## src/rtl/ccd_seq_pkg.sv

```systemverilog
`timescale 1ns/1ps
package ccd_seq_pkg;

  typedef enum logic [1:0] {
    PC_LEAD  = 2'd0,
    PC_OB    = 2'd1,
    PC_EFF   = 2'd2,
    PC_TRAIL = 2'd3
  } pix_class_e;

  typedef enum logic [2:0] {
    ST_IDLE,
    ST_PRE,
    ST_GATE,
    ST_POST,
    ST_SHIFT
  } seq_state_e;

endpackage

```

## src/rtl/ccd_pix_classifier.sv

```systemverilog
`timescale 1ns/1ps
module ccd_pix_classifier
  import ccd_seq_pkg::*;
#(
  parameter int IDX_W    = 12,
  parameter int LEAD_PIX = 32,
  parameter int OB_PIX   = 18,
  parameter int OB_TAIL  = 2,
  parameter int EFF_PIX  = 2048
) (
  input  logic             clk,
  input  logic             rst,
  input  logic [IDX_W-1:0] idx,
  input  logic             mode_sh,
  output pix_class_e       cls_q,
  output logic [IDX_W-1:0] idx_q
);

  logic [31:0] idx_w;
  logic [31:0] lead;
  logic [31:0] ob_lo;
  logic [31:0] ob_hi;
  pix_class_e  cls_d;

  assign idx_w = {{(32-IDX_W){1'b0}}, idx};
  assign lead  = 32'(LEAD_PIX) + {31'd0, mode_sh};
  assign ob_lo = lead - 32'(OB_TAIL) - 32'(OB_PIX);
  assign ob_hi = lead - 32'(OB_TAIL) - 32'd1;

  always_comb begin
    if (idx_w < lead) begin
      cls_d = (idx_w >= ob_lo && idx_w <= ob_hi) ? PC_OB : PC_LEAD;
    end else if (idx_w < lead + 32'(EFF_PIX)) begin
      cls_d = PC_EFF;
    end else begin
      cls_d = PC_TRAIL;
    end
  end

  always_ff @(posedge clk) begin
    if (rst) begin
      cls_q <= PC_LEAD;
      idx_q <= '0;
    end else begin
      cls_q <= cls_d;
      idx_q <= idx;
    end
  end

  AST_EFF_NEEDS_LEAD: assert property (@(posedge clk) disable iff (rst)
    (cls_q == PC_EFF) |-> (idx_q >= IDX_W'(LEAD_PIX))) else $error("eff before lead");

endmodule

```

## src/rtl/ccd_strobe_delay.sv

```systemverilog
`timescale 1ns/1ps
module ccd_strobe_delay #(
  parameter int DLY = 30
) (
  input  logic clk,
  input  logic rst,
  input  logic rise,
  output logic strobe
);

  logic [DLY-1:0] pipe;

  generate
    if (DLY == 1) begin : g_one
      always_ff @(posedge clk) begin
        if (rst) pipe <= '0;
        else     pipe <= rise;
      end
    end else begin : g_many
      always_ff @(posedge clk) begin
        if (rst) pipe <= '0;
        else     pipe <= {pipe[DLY-2:0], rise};
      end
    end
  endgenerate

  assign strobe = pipe[DLY-1];

  AST_STROBE_SINGLE: assert property (@(posedge clk) disable iff (rst)
    strobe |=> !strobe) else $error("strobe longer than one cycle");

endmodule

```

## src/rtl/ccd_warmup.sv

```systemverilog
`timescale 1ns/1ps
module ccd_warmup #(
  parameter int WARMUP_PULSES = 22500
) (
  input  logic clk,
  input  logic rst,
  input  logic pulse,
  output logic warm
);

  localparam int CNT_W = $clog2(WARMUP_PULSES + 1);
  localparam logic [CNT_W-1:0] LAST = CNT_W'(WARMUP_PULSES - 1);

  logic [CNT_W-1:0] cnt;

  always_ff @(posedge clk) begin
    if (rst) begin
      cnt  <= '0;
      warm <= 1'b0;
    end else if (pulse && !warm) begin
      cnt <= cnt + 1'b1;
      if (cnt == LAST) warm <= 1'b1;
    end
  end

  AST_WARM_STICKY: assert property (@(posedge clk) disable iff (rst)
    warm |=> warm) else $error("warm dropped");

endmodule

```

## src/rtl/ccd_line_seq.sv

```systemverilog
`timescale 1ns/1ps
module ccd_line_seq
  import ccd_seq_pkg::*;
#(
  parameter int HALF_DIV      = 25,
  parameter int GATE_CYC      = 500,
  parameter int PRE_CYC       = 300,
  parameter int POST_CYC      = 300,
  parameter int STROBE_CYC    = 30,
  parameter int LINE_PULSES   = 2088,
  parameter int WARMUP_PULSES = 22500,
  parameter int LEAD_PIX      = 32,
  parameter int OB_PIX        = 18,
  parameter int OB_TAIL       = 2,
  parameter int EFF_PIX       = 2048,
  parameter int IDX_W         = 12
) (
  input  logic             clk,
  input  logic             rst,
  input  logic             start,
  input  logic             free_run,
  input  logic             sh_mode,
  output logic             sclk,
  output logic             rog,
  output logic             adc_strobe,
  output logic [1:0]       pix_class,
  output logic [IDX_W-1:0] pix_index,
  output logic             line_start,
  output logic             line_end,
  output logic             line_valid
);

  localparam int TMAX0 = (PRE_CYC > GATE_CYC) ? PRE_CYC : GATE_CYC;
  localparam int TMAX  = (POST_CYC > TMAX0) ? POST_CYC : TMAX0;
  localparam int TMR_W = $clog2(TMAX + 1);
  localparam int PH_W  = $clog2(HALF_DIV + 1);
  localparam logic [TMR_W-1:0] PRE_LOAD  = TMR_W'(PRE_CYC - 1);
  localparam logic [TMR_W-1:0] GATE_LOAD = TMR_W'(GATE_CYC - 1);
  localparam logic [TMR_W-1:0] POST_LOAD = TMR_W'(POST_CYC - 1);
  localparam logic [PH_W-1:0]  PH_LOAD   = PH_W'(HALF_DIV - 1);
  localparam logic [IDX_W-1:0] LAST_PIX  = IDX_W'(LINE_PULSES - 1);

  seq_state_e       st;
  logic [TMR_W-1:0] tmr;
  logic [PH_W-1:0]  ph;
  logic             hi;
  logic [IDX_W-1:0] pix;
  logic             mode_q;
  logic             rise_q;
  logic             warm;
  logic             req;
  pix_class_e       cls_q;

  assign req = start | free_run;

  always_ff @(posedge clk) begin
    line_start <= 1'b0;
    line_end   <= 1'b0;
    rise_q     <= 1'b0;
    if (rst) begin
      st         <= ST_IDLE;
      tmr        <= '0;
      ph         <= '0;
      hi         <= 1'b0;
      pix        <= '0;
      mode_q     <= 1'b0;
      sclk       <= 1'b0;
      rog        <= 1'b0;
      line_valid <= 1'b0;
    end else begin
      case (st)
        ST_IDLE: begin
          if (req) begin
            st  <= ST_PRE;
            tmr <= PRE_LOAD;
          end
        end
        ST_PRE: begin
          if (tmr == '0) begin
            st  <= ST_GATE;
            rog <= 1'b1;
            tmr <= GATE_LOAD;
          end else begin
            tmr <= tmr - 1'b1;
          end
        end
        ST_GATE: begin
          if (tmr == '0) begin
            st  <= ST_POST;
            rog <= 1'b0;
            tmr <= POST_LOAD;
          end else begin
            tmr <= tmr - 1'b1;
          end
        end
        ST_POST: begin
          if (tmr == '0) begin
            st         <= ST_SHIFT;
            sclk       <= 1'b1;
            hi         <= 1'b1;
            ph         <= PH_LOAD;
            pix        <= '0;
            rise_q     <= 1'b1;
            line_start <= 1'b1;
            line_valid <= warm;
            mode_q     <= sh_mode;
          end else begin
            tmr <= tmr - 1'b1;
          end
        end
        ST_SHIFT: begin
          if (ph != '0) begin
            ph <= ph - 1'b1;
          end else if (hi) begin
            hi   <= 1'b0;
            sclk <= 1'b0;
            ph   <= PH_LOAD;
          end else if (pix == LAST_PIX) begin
            line_end   <= 1'b1;
            line_valid <= 1'b0;
            if (req) begin
              st  <= ST_PRE;
              tmr <= PRE_LOAD;
            end else begin
              st <= ST_IDLE;
            end
          end else begin
            pix    <= pix + 1'b1;
            sclk   <= 1'b1;
            hi     <= 1'b1;
            ph     <= PH_LOAD;
            rise_q <= 1'b1;
          end
        end
        default: st <= ST_IDLE;
      endcase
    end
  end

  ccd_pix_classifier #(
    .IDX_W(IDX_W), .LEAD_PIX(LEAD_PIX), .OB_PIX(OB_PIX),
    .OB_TAIL(OB_TAIL), .EFF_PIX(EFF_PIX)
  ) u_cls (
    .clk(clk), .rst(rst), .idx(pix), .mode_sh(mode_q),
    .cls_q(cls_q), .idx_q(pix_index)
  );

  assign pix_class = cls_q;

  ccd_strobe_delay #(.DLY(STROBE_CYC)) u_strb (
    .clk(clk), .rst(rst), .rise(rise_q), .strobe(adc_strobe)
  );

  ccd_warmup #(.WARMUP_PULSES(WARMUP_PULSES)) u_warm (
    .clk(clk), .rst(rst), .pulse(rise_q), .warm(warm)
  );

  // checker-side counters, independent of the sequencing state
  logic [TMR_W:0] gate_run;
  logic [IDX_W:0] pulses;
  logic           seen_line;

  always_ff @(posedge clk) begin
    if (rst) begin
      gate_run  <= '0;
      pulses    <= '0;
      seen_line <= 1'b0;
    end else begin
      gate_run <= rog ? gate_run + 1'b1 : '0;
      if (rog) pulses <= '0;
      else if (sclk && !hi) pulses <= pulses;
      else if (rise_q) pulses <= pulses + 1'b1;
      if (line_end) seen_line <= 1'b1;
    end
  end

  AST_SCLK_LOW_IN_GATE: assert property (@(posedge clk) disable iff (rst)
    rog |-> !sclk) else $error("sclk active in gate");

  AST_GATE_WIDTH: assert property (@(posedge clk) disable iff (rst)
    $fell(rog) |-> (gate_run == (TMR_W+1)'(GATE_CYC))) else $error("gate width");

  AST_LINE_PULSES: assert property (@(posedge clk) disable iff (rst)
    ($rose(rog) && seen_line) |-> (pulses == (IDX_W+1)'(LINE_PULSES))) else $error("pulse count");

  AST_START_ON_RISE: assert property (@(posedge clk) disable iff (rst)
    line_start |-> $rose(sclk)) else $error("line_start misplaced");

  AST_VALID_NEEDS_WARM: assert property (@(posedge clk) disable iff (rst)
    line_valid |-> warm) else $error("valid before warm-up");

endmodule

```

## config.mk

```make
export PLATFORM = sky130hd
export DESIGN_NAME = ccd_line_seq
export DESIGN_NICKNAME = d
export VERILOG_FILES = /design/src/rtl/ccd_seq_pkg.sv /design/src/rtl/ccd_pix_classifier.sv /design/src/rtl/ccd_strobe_delay.sv /design/src/rtl/ccd_warmup.sv /design/src/rtl/ccd_line_seq.sv
export SDC_FILE = /design/constraint.sdc
export NUM_CORES = 1
export LEC_CHECK = 0
export BUFFER_PORTS_ARGS = -buffer_cell sky130_fd_sc_hd__buf_2
export CAP_MARGIN = 30
export CORE_UTILIZATION = 47
export CTS_BUF_LIST = sky130_fd_sc_hd__clkbuf_8
export DETAILED_ROUTE_END_ITERATION = 8
export PLACE_DENSITY_LB_ADDON = 0.08
export SLEW_MARGIN = 20
export SYNTH_ARGS = -nofsm -noshare
export SYNTH_HDL_FRONTEND = slang
export SYNTH_HIERARCHICAL = 1
export SYNTH_SLANG_ARGS = --single-unit
```

## constraint.sdc

```tcl
create_clock -name clk -period 3.35 [get_ports clk]
set_input_delay 0.1675 -clock clk [delete_from_list [all_inputs] [get_ports clk]]
set_output_delay 0.1675 -clock clk [all_outputs]
set_load 0.03 [all_outputs]
```

==> results.sh <==
export IMPL_status="completed"
export IMPL_clockBufferDepth=2
export IMPL_synthFlopType="dfxtp_1"
export IMPL_tightest_slew_ps=715
export IMPL_synth_nets=444
export IMPL_synthTopCellsByArea="dfxtp_1 (48%), nor2b_2 (5.2%), nor2_1 (4.2%)"
export IMPL_crit_family="simple AND/OR/NAND/NOR gates"
export IMPL_hold_viol=0
export IMPL_grt_max_degree=55
export IMPL_die_area_um2=9000
export IMPL_ys_types=65
export IMPL_route_met3_wl_um=189
export IMPL_holdBufCountCts=0
export IMPL_route_top_layer_used="met4"
export IMPL_drt_iter0_markers=110
export IMPL_grt_pass1_vias=2694
export IMPL_core_area_um2=8300
export IMPL_ys_top_cells_by_count="dfxtp_1 (97), nor2_1 (45), nand2_1 (25)"
export IMPL_dieWidth_um=94.9
export IMPL_syn_avg_cell_area_um2=9.41
export IMPL_synth_edff_count=0
export IMPL_worst_setup_path_end_kind="register"
export IMPL_critPathLaunchType="register"
export IMPL_grt_pass1_wl_mm=12.3
export IMPL_period_share=0.805
export IMPL_worst_slack_ps=654
export IMPL_ios=25
export IMPL_drive_gt1_frac=0.186
export IMPL_crit_fanout=20
export IMPL_nets=465
export IMPL_crit_type="register to register"
export IMPL_clk_transition_reported_paths_ps=100
export IMPL_cts_tree="built"
export IMPL_crit_slowest_cell="or4b_1"
export IMPL_arrival_ps=2990
export IMPL_start_util=0.488
export IMPL_antenna_found_initial=0
export IMPL_cts_setup_buffers=0
export IMPL_place_ws_ps=692
export IMPL_worstPathRequired_ps=3650
export IMPL_rows=33
export IMPL_wl_mm=7.50
export IMPL_wl_per_cell_um=13.3
export IMPL_htreeDepth=3
export IMPL_yosysSeqAreaShare=0.479
export IMPL_ant_nets=0
export IMPL_setup_viol=0
export IMPL_n_fill_cell=786
export IMPL_dpl_hpwl_mm=5.06
export IMPL_overflow=0
export IMPL_synth_top_area_frac=0.479
export IMPL_vias_per_cell=5.41
export IMPL_fin_skew_ps=10.3
export IMPL_numCtsBuffers=9
export IMPL_drv_slew=0
export IMPL_yosysWarningCount=6
export IMPL_setup_tns_ps=0
export IMPL_firstDrtPassIters=4
export IMPL_syn_area_um2=4050
export IMPL_drv_cap=0
export IMPL_area_growth_pct=9.48
export IMPL_drc=0
export IMPL_cts_repair_resized=0
export IMPL_slew_headroom=0.519
export IMPL_period_minus_slack_ps=2700
export IMPL_cp_buffers_inverters=1
export IMPL_hp_class="input pin to register"
export IMPL_clockRootBuffer="clkbuf_8"
export IMPL_p_per_area_nw_per_um2=463
export IMPL_rsz0062_at_grt="false"
export IMPL_clkLatencyLatePin_ps=360
export IMPL_met1Wirelength_mm=3.63
export IMPL_async_flop_share=0
export IMPL_ys_ff_latch=97
export IMPL_ir_drop_v=0.000277
export IMPL_cellLeakagePower_nw=1.65
export IMPL_synthMostInstantiatedCell="dfxtp_1"
export IMPL_met2_length_mm=3.57
export IMPL_grt_usage=0.175
export IMPL_clock_sinks=97
export IMPL_fp_dieH_um=94.9
export IMPL_via_count=3041
export IMPL_gp_congestion=0.850
export IMPL_synth_top_area_cell="dfxtp_1"
export IMPL_io_buffers=24
export IMPL_synth_cells=431
export IMPL_timing_fmax_mhz=371
export IMPL_crit_chain="inv_1 > ha_1 > or4b_1 > or4_4 > o31a_4 > or4_1 > a21oi_1"
export IMPL_crit_path_max_incr_delay_ps=580
export IMPL_antenna_cells=0
[final cells by class]
cell class,count,area [um^2],area share
inverter,14,52.6,0.0118
timing repair buffer,28,153,0.0344
clock inverter,7,76.3,0.0172
clock buffer,9,124,0.0279
multi-input combinational,302,1960,0.441
tap,105,131,0.0296
sequential,97,1940,0.438
[stage by stage]
stage           util  cell area [um^2]  total power [mW]  std cells  hold slack (ps)
6_report       0.535              4440              2.06        562             60.7
5_1_grt        0.535              4440              2.15        562             66.0
4_1_cts        0.535              4440              2.09        562             50.4
3_5_place_dp   0.511              4240              1.35        546              424
3_3_place_gp   0.511              4240              1.35        546              416
2_1_floorplan      -              4050              1.32        431              239
[worst paths after layout]
path              startpoint               to  slack [ps]  cells after the start
min                  sh_mode           mode_q          60                      3
min reg2reg  u_strb/pipe[15]  u_strb/pipe[16]         440                      1
max reg2reg           tmr[0]          pix[11]         650                      7
max                   tmr[0]          pix[11]         650                      7
[layout by cell type, fill, tap and decap left out, types with 6 or more instances in the layout]
master / synthesis / routed
nor4_1: 6 / 6
nor3_1: 11 / 11
nor2_1: 45 / 45
ha_1: 8 / 8
nor2b_1: 22 / 22
nand3_1: 18 / 18
inv_1: 14 / 14
xnor2_1: 8 / 8
buf_2: 2 / 23
or4_1: 6 / 6
nor2b_2: 24 / 24
clkbuf_8: 0 / 9
a21oi_1: 24 / 24
or3_1: 9 / 9
dfxtp_1: 97 / 97
o21ai_0: 16 / 16
nand2_1: 25 / 25
[tightest hold or removal path: cells and delay by family]
family | cells | cell delay [ps]
and+or+nand+nor | 1 | 50
AOI/OAI and AO/OA | 1 | 50
buffers and inverters | 1 | 110
[report_power, final]
part / total [mW] / switching [mW] / internal, mW
logic: 0.135 / 0.0848 / 0.0498
clock network: 0.731 / 0.440 / 0.291
registers: 1.19 / 0.0218 / 1.17
[sequential cells by signal (all words and copies together) (netlist names)]
| signal | flops |
|---|---|
| sclk | 1 |
| st | 3 |
| rise_q | 1 |
| u_warm/cnt | 15 |
| rog | 1 |
| u_cls/cls_q | 2 |
| u_warm/warm | 1 |
| u_cls/idx_q | 12 |
| u_strb/pipe | 30 |
| line_end | 1 |
| ph | 5 |
| mode_q | 1 |
| line_valid | 1 |
| tmr | 9 |
| pix | 12 |
| hi | 1 |
| line_start | 1 |
[metal layers]
metal / vias to the layer above / track usage
met5: - / 0
met4: 0 / 0.0644
met3: 11 / 0.0411
met2: 39 / 0.298
met1: 1427 / 0.213
li1: 1564 / -
[kinds of logic (layout without fill, tap and decap cells)]
family,Yosys count,after routing,synth area share
and+or+nand+nor,202,202,0.296
DFF,97,97,0.479
AOI/OAI and AO/OA,75,75,0.124
buffers and inverters,32,58,0.0377
xor gates and xnor gates,12,12,0.0259
adders and majority gates,8,8,0.0247
muxes,5,5,0.0130
(Power assumes the default switching activity.)
